## src/rtl/tmr_pkg.sv

```systemverilog
package tmr_pkg;

    localparam int ADDR_W = 16;
    localparam int DATA_W = 8;

    localparam logic [ADDR_W-1:0] DEC_MASK   = 16'hF00C;
    localparam logic [ADDR_W-1:0] DEC_RLD_LO = 16'hF000;
    localparam logic [ADDR_W-1:0] DEC_RLD_HI = 16'hF004;
    localparam logic [ADDR_W-1:0] DEC_CTRL   = 16'hF008;

    typedef enum logic [1:0] {
        SEL_NONE,
        SEL_RLD_LO,
        SEL_RLD_HI,
        SEL_CTRL
    } sel_e;

    // control field: run is data bit 1, rpt is data bit 0
    typedef struct packed {
        logic run;
        logic rpt;
    } mode_t;

    function automatic sel_e decode_sel(input logic [ADDR_W-1:0] a);
        logic [ADDR_W-1:0] m;
        m = a & DEC_MASK;
        if (m == DEC_RLD_LO)      return SEL_RLD_LO;
        else if (m == DEC_RLD_HI) return SEL_RLD_HI;
        else if (m == DEC_CTRL)   return SEL_CTRL;
        else                      return SEL_NONE;
    endfunction

    function automatic mode_t mode_after_fire(input mode_t m);
        mode_t r;
        r.run = m.rpt;
        r.rpt = m.rpt;
        return r;
    endfunction

endpackage

```

## src/rtl/tmr_regs.sv

```systemverilog
module tmr_regs
    import tmr_pkg::*;
#(
    parameter int CNT_W = 8
) (
    input  logic                clk,
    input  logic                rst,
    input  logic                wr_en,
    input  logic [ADDR_W-1:0]   addr,
    input  logic [DATA_W-1:0]   wdata,
    input  logic                fire,
    output logic [CNT_W-1:0]    reload,
    output mode_t               mode,
    output logic                ctrl_wr,
    output logic                arm
);
    localparam int HALF = CNT_W / 2;

    sel_e sel;
    logic unused_wdata_hi;

    assign sel     = wr_en ? decode_sel(addr) : SEL_NONE;
    assign ctrl_wr = (sel == SEL_CTRL);
    assign arm     = ctrl_wr & wdata[1];
    assign unused_wdata_hi = ^wdata[DATA_W-1:HALF];

    always_ff @(posedge clk) begin
        if (rst) begin
            reload <= '0;
        end else if (sel == SEL_RLD_LO) begin
            reload[HALF-1:0] <= wdata[HALF-1:0];
        end else if (sel == SEL_RLD_HI) begin
            reload[CNT_W-1:HALF] <= wdata[HALF-1:0];
        end
    end

    always_ff @(posedge clk) begin
        if (rst) begin
            mode <= '0;
        end else if (ctrl_wr) begin
            mode <= mode_t'(wdata[1:0]);
        end else if (fire) begin
            mode <= mode_after_fire(mode);
        end
    end


    ctrl_store_chk: assert property (@(posedge clk) disable iff (rst)
        ctrl_wr |=> mode == mode_t'($past(wdata[1:0])));


    oneshot_stop_chk: assert property (@(posedge clk) disable iff (rst)
        (fire && !ctrl_wr && !mode.rpt) |=> (mode == '0));


    repeat_keep_chk: assert property (@(posedge clk) disable iff (rst)
        (fire && !ctrl_wr && mode.rpt) |=> (mode.run && mode.rpt));

endmodule

```

## src/rtl/tmr_prescale.sv

```systemverilog
module tmr_prescale #(
    parameter int DIV = 114
) (
    input  logic clk,
    input  logic rst,
    input  logic run,
    input  logic ce,
    input  logic clear,
    output logic tick
);
    localparam int PW = $clog2(DIV);
    localparam logic [PW-1:0] LAST = PW'(DIV - 1);

    logic [PW-1:0] pcnt;

    assign tick = run && ce && !clear && (pcnt == LAST);

    always_ff @(posedge clk) begin
        if (rst || clear) begin
            pcnt <= '0;
        end else if (run && ce) begin
            pcnt <= (pcnt == LAST) ? '0 : pcnt + 1'b1;
        end
    end


    pre_range_chk: assert property (@(posedge clk) disable iff (rst)
        pcnt <= LAST);


    pre_wrap_chk: assert property (@(posedge clk) disable iff (rst)
        tick |=> (pcnt == '0));


    pre_hold_chk: assert property (@(posedge clk) disable iff (rst)
        (!run && !clear) |=> $stable(pcnt));

endmodule

```

## src/rtl/tmr_count.sv

```systemverilog
module tmr_count #(
    parameter int CNT_W = 8
) (
    input  logic             clk,
    input  logic             rst,
    input  logic             load,
    input  logic [CNT_W-1:0] reload,
    input  logic             tick,
    output logic             fire
);
    logic [CNT_W-1:0] cnt;

    assign fire = tick && !load && (&cnt);

    always_ff @(posedge clk) begin
        if (rst) begin
            cnt <= '0;
        end else if (load) begin
            cnt <= reload;
        end else if (tick) begin
            cnt <= (&cnt) ? reload : cnt + 1'b1;
        end
    end


    cnt_hold_chk: assert property (@(posedge clk) disable iff (rst)
        (!load && !tick) |=> $stable(cnt));


    cnt_wrap_chk: assert property (@(posedge clk) disable iff (rst)
        fire |=> (cnt == $past(reload)));


    cnt_load_chk: assert property (@(posedge clk) disable iff (rst)
        load |=> (cnt == $past(reload)));

endmodule

```

## src/rtl/cyc_irq_timer.sv

```systemverilog
module cyc_irq_timer
    import tmr_pkg::*;
#(
    parameter int PRESCALE = 114,
    parameter int CNT_W    = 8
) (
    input  logic        clk,
    input  logic        rst,
    input  logic        cpu_ce,
    input  logic        wr_en,
    input  logic [15:0] addr,
    input  logic [7:0]  wdata,
    output logic        irq
);
    logic [CNT_W-1:0] reload;
    mode_t            mode;
    logic             ctrl_wr;
    logic             arm;
    logic             tick;
    logic             fire;

    tmr_regs #(.CNT_W(CNT_W)) u_regs (
        .clk(clk), .rst(rst), .wr_en(wr_en), .addr(addr), .wdata(wdata),
        .fire(fire), .reload(reload), .mode(mode), .ctrl_wr(ctrl_wr), .arm(arm)
    );

    tmr_prescale #(.DIV(PRESCALE)) u_pre (
        .clk(clk), .rst(rst), .run(mode.run), .ce(cpu_ce), .clear(arm),
        .tick(tick)
    );

    tmr_count #(.CNT_W(CNT_W)) u_cnt (
        .clk(clk), .rst(rst), .load(arm), .reload(reload), .tick(tick),
        .fire(fire)
    );

    always_ff @(posedge clk) begin
        if (rst || ctrl_wr) begin
            irq <= 1'b0;
        end else if (fire) begin
            irq <= 1'b1;
        end
    end


    irq_ack_chk: assert property (@(posedge clk) disable iff (rst)
        ctrl_wr |=> !irq);


    irq_cause_chk: assert property (@(posedge clk) disable iff (rst)
        $rose(irq) |-> $past(fire));


    irq_sticky_chk: assert property (@(posedge clk) disable iff (rst)
        (irq && !ctrl_wr) |=> irq);


    tick_gate_chk: assert property (@(posedge clk) disable iff (rst)
        tick |-> (cpu_ce && mode.run));

endmodule

```

## config.mk

```make
export PLATFORM = sky130hd
export DESIGN_NAME = cyc_irq_timer
export DESIGN_NICKNAME = d
export VERILOG_FILES = /design/src/rtl/tmr_pkg.sv /design/src/rtl/tmr_regs.sv /design/src/rtl/tmr_prescale.sv /design/src/rtl/tmr_count.sv /design/src/rtl/cyc_irq_timer.sv
export SDC_FILE = /design/constraint.sdc
export NUM_CORES = 1
export LEC_CHECK = 0
export BUFFER_PORTS_ARGS = -buffer_cell sky130_fd_sc_hd__buf_2
export CELL_PAD_IN_SITES_DETAIL_PLACEMENT = 1
export CELL_PAD_IN_SITES_GLOBAL_PLACEMENT = 1
export CORE_MARGIN = 2
export CORE_UTILIZATION = 39
export DETAILED_ROUTE_END_ITERATION = 8
export HOLD_SLACK_MARGIN = 0.03
export PLACE_DENSITY = 0.87
export SLEW_MARGIN = 5
export SYNTH_ARGS = -nofsm -noshare
export SYNTH_HDL_FRONTEND = slang
export SYNTH_SLANG_ARGS = --single-unit
```

## constraint.sdc

```tcl
create_clock -name clk -period 1.86 [get_ports clk]
set_input_delay 0.093 -clock clk [delete_from_list [all_inputs] [get_ports clk]]
set_output_delay 0.093 -clock clk [all_outputs]
set_load 0.05 [all_outputs]
```

==> metrics.md, run 1 <==
| Metric | Value |
|---|---|
| Status | finished clean |
| Tcrit/Tclk final | 0.958 |
| PnR worst setup slack | 0.0789 ns |
| Multi-input logic area | 787 um2 |
| Initial antenna violation count | 0 |
| First-pass GRT wire length | 6420 um |
| Final nets | 202 |
| CTS H-tree lvls | 1 |
| Clock Latency Late Sink | 0.32 ns |
| Most frequent cells in the layout | dfxtp_1, nor2_1, buf_2 |
| Final Critical Period | 1.78 ns |
| Final setup violation count | 0 |
| Max-cap viol count | 0 |
| Register area share after synthesis | 0.387 |
| Area delta synth->final | 14.3% |
| Final Skew | 0.00580 ns |
| Ant diodes | 0 |
| Final hold vios | 0 |
| DP HPWL | 2740 um |
| Number of synthesized flops with an enable pin | 0 |
| Max-slew headroom | 0.699 |
| Avg Cell Area, Syn | 8.90 um2 |
| Leak | 0.623 nW |
| Layout fillers | 411 |
| Vias | 1,222 |
| Fmax | 561 MHz |
| Clock root cell | clkbuf_4 |
| Main flop type after synthesis | dfxtp_1 |
| CTS buffer count | 3 |
| Ys async rst share | 0 |
| Core area | 3310 um2 |
| Power Density | 547 nW/um2 |
| Final design utilization | 0.464 |
| Setup Crit Path Kind | flop to flop |
| Std-Cell Rows | 21 |
| Die footprint | 3930 um2 |
| Vias in the first global route | 1,370 |
| YS warnings | 0 |
| Critical path startpoint | u_pre.pcnt[1] |
| Gr ovfl total | 0 |
| Drt first pass iters | 4 |
| Layout cells sized above 1 | 0.237 |
| Num Clock Sinks | 26 |
| Port buffer count | 14 |
| Distinct cells, synth | 46 |
| VDD IR-drop max | 361 uV |
| Buf/Inv on CP | 2 |
| GRT Overall Usage | 0.207 |
| Critical Path Max Stage Delay | 0.33 ns |
| RR Startpoint | u_pre.pcnt[1] |
| GPL Wtd Cong | 0.803 |
| HP Class | input port to flop |
| Syn_nets | 182 |
| Die H | 62.7 um |
| Hold buffers post-CTS | 0 |
| Leading cell type in the layout, fill and taps excluded | dfxtp_1 |
| CP Cell Sequence | inv_1 > ha_1 > and4bb_1 > nand2_1 > nor4_4 > buf_4 > mux2i_1 > o22ai_1 |
| Worst min-delay path startpoint | wdata[2] |
| Iter 0 DRT Violations | 39 |
| Critical Path Start Type | flop |
| Die W | 62.7 um |
| Area occupied by registers | 520 um2 |
| Cells after synthesis | 151 |
| Antenna Violating Nets Remaining | 0 |
| Vias per inst | 5.68 |
| DR WL/cell | 17.4 um |
| Flops & latches, synth | 26 |
| TritonCTS clock tree | built |
| Initial Util | 0.406 |
| Pin count of the biggest net entering global routing | 23 |
| Drt drc | 0 |
| CP endpoint kind | flop |
| CP delay by family, top | simple AND/OR/NAND/NOR gates |
| Final number of max-transition violations | 0 |
| CP max stage cell | dfxtp_1 |
| CP max FO | 2 |
| Worst EP required | 2.07 ns |
| Clock-pin slew on the worst setup and hold paths | 0.14 ns |
| Arr. time, crit path | 1.99 ns |
| Placement Setup Slack | 0.124 ns |
| Worst Tran Pin Value | 0.450 ns |
| Mapped Area | 1340 um2 |
| Setup Total Neg Slack | 0 ns |
| IO Pins | 29 |
| Clk buf depth | 2 |
| Routed wire length | 3730 um |
==> where the power goes <==
part           switching (W)  internal (W)
Combinational      0.0000276     0.0000172
Sequential       0.000000836      0.000558
Clock               0.000161     0.0000759
Total               0.000189      0.000651
==> worst register-to-register path, delay by kind of cell (launching register included) <==
kind / cells / cell delay, ns
multiplexers: 1 / 0.17
buffers and inverters: 2 / 0.24
adder cells (fa/ha/maj): 1 / 0.14
AO/OA/AOI/OAI: 1 / 0.08
flip-flops: 1 / 0.33
AND/OR/NAND/NOR: 3 / 0.71
==> through the flow <==
step                cell area (um2)  hold slack (ns)  power [W]  instances
global route                   1540           0.0815   0.000869        215
global placement               1500            0.340   0.000611        212
detailed placement             1500            0.376   0.000616        212
CTS                            1520           0.0313   0.000850        215
floorplan                      1340            0.237   0.000591        151
finish                         1540           0.0381   0.000840        215
==> state kept, by name (all words and copies together), names as in the netlist <==
register       flops
u_cnt.cnt          8
u_regs.reload      8
u_pre.pcnt         7
u_regs.mode        2
irq                1
==> final timing paths <==
| path | slack, ns | endpoint | cells past startpoint |
|---|---|---|---|
| setup / recovery | 0.08 | u_regs.mode[1] | 8 |
| hold / removal | 0.04 | u_regs.reload[2] | 3 |
| setup reg to reg | 0.08 | u_regs.mode[1] | 8 |
| hold reg to reg | 0.51 | u_pre.pcnt[6] | 2 |
==> what timing repair did <==
action | CTS | global route
gates resized for setup | 0 | 3
endpoints found under the setup margin | 0 | 2
setup buffers | 0 | 0
endpoints found under the hold margin | 0 | 0
==> Yosys cell counts, drive strengths merged, types with 2 or more instances <==
master	n	share of area
dfxtp	26	0.39
nor2	21	0.061
nand2	13	0.040
mux2i	12	0.089
a21oi	11	0.041
inv	5	0.014
nor3	5	0.019
o21ai	5	0.035
clkbuf	4	0.011
nand3	4	0.015
o32ai	4	0.026
or3	4	0.019
and4	3	0.021
buf	3	0.015
ha	3	0.028
nand4	3	0.014
xor2	3	0.020
nor4	2	0.020
or2	2	0.0093
==> final cells by class <==
class,count,area share
clock buffers,3,0.0147
inverters,5,0.0122
multi-input cells,113,0.512
flip-flops and latches,26,0.339
well taps,46,0.0375
repair buffers,22,0.0847
==> cell families after synthesis <==
family	share of synthesized area
compound gates	0.151
xor+xnor	0.0261
simple gates	0.278
mux	0.0894
fa+ha+maj	0.0279
flops	0.387
buf+inv	0.0400
==> layer usage <==
| layer | track usage | wire length [um] |
|---|---|---|
| met1 | 0.221 | 1510 |
| met2 | 0.402 | 2050 |
| met3 | 0.0126 | 71 |
| met4 | 0.108 | 102 |
| met5 | 0 | 0 |
Note: power is estimated with default switching activity, not from simulation.
==> run 2, diff against run 1 <==
--- a/config.mk
+++ b/config.mk
@@ -8,6 +8,7 @@
 export BUFFER_PORTS_ARGS = -buffer_cell sky130_fd_sc_hd__buf_2
 export CELL_PAD_IN_SITES_DETAIL_PLACEMENT = 1
 export CELL_PAD_IN_SITES_GLOBAL_PLACEMENT = 1
+export CORE_ASPECT_RATIO = 0.6
 export CORE_MARGIN = 2
 export CORE_UTILIZATION = 39
 export DETAILED_ROUTE_END_ITERATION = 8
==> metrics.md, run 2 (same netlist as run 1, synthesis figures left out) <==
| Metric | Value |
|---|---|
| Status | finished clean |
| Worst EP required | 2.06 ns (about the same) |
| CP max FO | 6 (+4) |
| Hold buffers post-CTS | 0 (unchanged) |
| GR met1 Demand/Resource | 0.247 (+0.0251) |
| Clk buf depth | 2 (unchanged) |
| Power Density | 675 nW/um2 (+23%) |
| Routed wire length | 3540 um (-5.2%) |
| Gr ovfl total | 0 (unchanged) |
| Std-Cell Rows | 16 (-24%) |
| Fmax | 570 MHz (+1.5%) |
| Reg2reg setup slack | 0.10 ns (+0.03 ns) |
| Met2 GRT Util | 0.319 (-0.0826) |
| Vias in the first global route | 1,269 (-7.4%) |
| Iter 0 DRT Violations | 65 (+67%) |
| Max-slew headroom | 0.726 (+0.0269) |
| GPL Wtd Cong | 0.865 (+7.8%) |
| Initial Util | 0.409 (+0.00340) |
| Final setup violation count | 0 (unchanged) |
| GRT Overall Usage | 0.193 (-0.0142) |
| Clock-pin slew on the worst setup and hold paths | 0.09 ns (-0.05 ns) |
| Max-cap viol count | 0 (unchanged) |
| TritonCTS clock tree | built |
| Final nets | 204 (+0.99%) |
| Num Clock Sinks | 26 (unchanged) |
| Port buffer count | 14 (unchanged) |
| Initial antenna violation count | 0 (unchanged) |
| Critical path startpoint | u_pre.pcnt[1] |
| Antenna Violating Nets Remaining | 0 (unchanged) |
| Final number of max-transition violations | 0 (unchanged) |
| IO Pins | 29 (unchanged) |
| CTS H-tree lvls | 1 (unchanged) |
| CP endpoint kind | flop |
| Clock root cell | clkbuf_8 |
| DR WL/cell | 16.3 um (-6.1%) |
| Final Critical Period | 1.76 ns (-0.0260 ns) |
| RR Startpoint | u_pre.pcnt[1] |
| Area delta synth->final | 18.5% |
| First-pass GRT wire length | 5880 um (-8.4%) |
| CP Cell Sequence | inv_1 > ha_1 > and4bb_1 > and4_4 > or3_1 > a211oi_2 |
| R2R Path End | u_pre.pcnt[1] |
| Die H | 49.5 um (-21%) |
| Vias | 1,209 (-1.1%) |
| Core area | 3280 um2 (-0.83%) |
| HP Class | input port to flop |
| VDD IR-drop max | 382 uV (+5.8%) |
| CP endpoint | u_pre.pcnt[1] |
| Drt drc | 0 (unchanged) |
| Final Power | 0.00107 W (+28%) |
| Worst Tran Pin Value | 0.411 ns (-0.0393 ns) |
| Final Non-Filler Cells | 217 (+0.93%) |
| CP max stage cell | or3_1 |
| Layout cells sized above 1 | 0.262 (+0.0249) |
| GR Util met3 | 0.0385 (+0.0258) |
| Setup Total Neg Slack | 0 ns (unchanged) |
| Tcrit/Tclk final | 0.944 (-0.0140) |
| Ant diodes | 0 (unchanged) |
| Pin count of the biggest net entering global routing | 23 (unchanged) |
| Layout fillers | 403 (-1.9%) |
| Setup Crit Path Kind | flop to flop |
| Critical Path Max Stage Delay | 0.45 ns (+0.12 ns) |
| RSZ-0062 raised after global routing | no |
| Clock Latency Late Sink | 0.27 ns (-0.05 ns) |
| Final hold vios | 0 (unchanged) |
| CTS buffer count | 3 (unchanged) |
| Die W | 79.8 um (+27%) |
| Critical Path Start Type | flop |
| Final Skew | 0.00320 ns (-0.00260 ns) |
| Top Registers | u_cnt.cnt x8, u_regs.reload x8, u_pre.pcnt x7 |
| Vias per inst | 5.57 (-2.0%) |
| FF-to-FF path depth | 6 (-2) |
| DP HPWL | 2690 um (-1.6%) |
| Leak | 0.635 nW (+2.0%) |
| Arr. time, crit path | 1.95 ns (-0.04 ns) |
| GRT busiest layer | met2 |
| Die footprint | 3950 um2 (+0.39%) |
| Leading cell type in the layout, fill and taps excluded | dfxtp_1 |
| DP Cell Count | 211 (-0.47%) |
| Drt first pass iters | 4 (unchanged) |
| Most frequent cells in the layout | dfxtp_1, nor2_1, buf_2 |
## run 2: layer usage
layer,share of wire,vias to the layer above
li1,-,585
met1,0.47,586
met2,0.47,30
met3,0.035,8
met4,0.020,0
met5,0,-
## run 2: critical path: cells and delay by family (launching register included)
kind                     cells  cell delay [ns]
AND/OR/NAND/NOR              3             0.86
AO/OA/AOI/OAI                1             0.23
adder cells (fa/ha/maj)      1             0.19
buffers and inverters        1             0.05
flip-flops                   1             0.33
## run 2: what timing repair did
item / in CTS / in global routing
endpoints found under the hold margin: 0 / 0
gates resized for setup: 0 / 4
buffers inserted: 0 / 2
setup endpoints to repair: 0 / 1
## run 2: how the worst min path moves through the flow
stage               startpoint          endpoint  slack, ns  depth (start not counted)
floorplan             wdata[0]  u_regs.reload[0]       0.24                          2
global placement      wdata[3]  u_regs.reload[7]       0.35                          3
detailed placement    wdata[3]  u_regs.reload[3]       0.36                          3
CTS                   wdata[3]  u_regs.reload[3]       0.07                          3
global route          wdata[3]  u_regs.reload[3]       0.09                          3
finish                wdata[3]  u_regs.reload[3]       0.08                          3
## run 2: cell type report
cell class | count | area, um2 | share of cell area
clock inverter | 1 | 30.0 | 0.0189
sequential | 26 | 523 | 0.328
timing repair buffer | 24 | 145 | 0.0911
clock buffer | 3 | 41.3 | 0.0259
tap | 45 | 56.3 | 0.0353
multi-input combinational | 113 | 778 | 0.489
inverter | 5 | 18.8 | 0.0118
## run 2: report_power, final
part	total [W]	switching (W)	internal (W)
combinational	0.0000437	0.0000265	0.0000172
clock	0.000473	0.000185	0.000288
sequential	0.000558	0.000000862	0.000557
total	0.00107	0.000212	0.000863
## run 2: stage by stage
step	utilization	setup slack (ns)	hold WS, ns	area, um2
detailed placement	0.455	0.0890	0.356	1500
CTS	0.477	0.0657	0.0701	1570
global placement	0.455	0.217	0.346	1500
global route	0.485	0.000246	0.0861	1590
finish	0.485	0.105	0.0771	1590
floorplan	-	0.170	0.237	1340
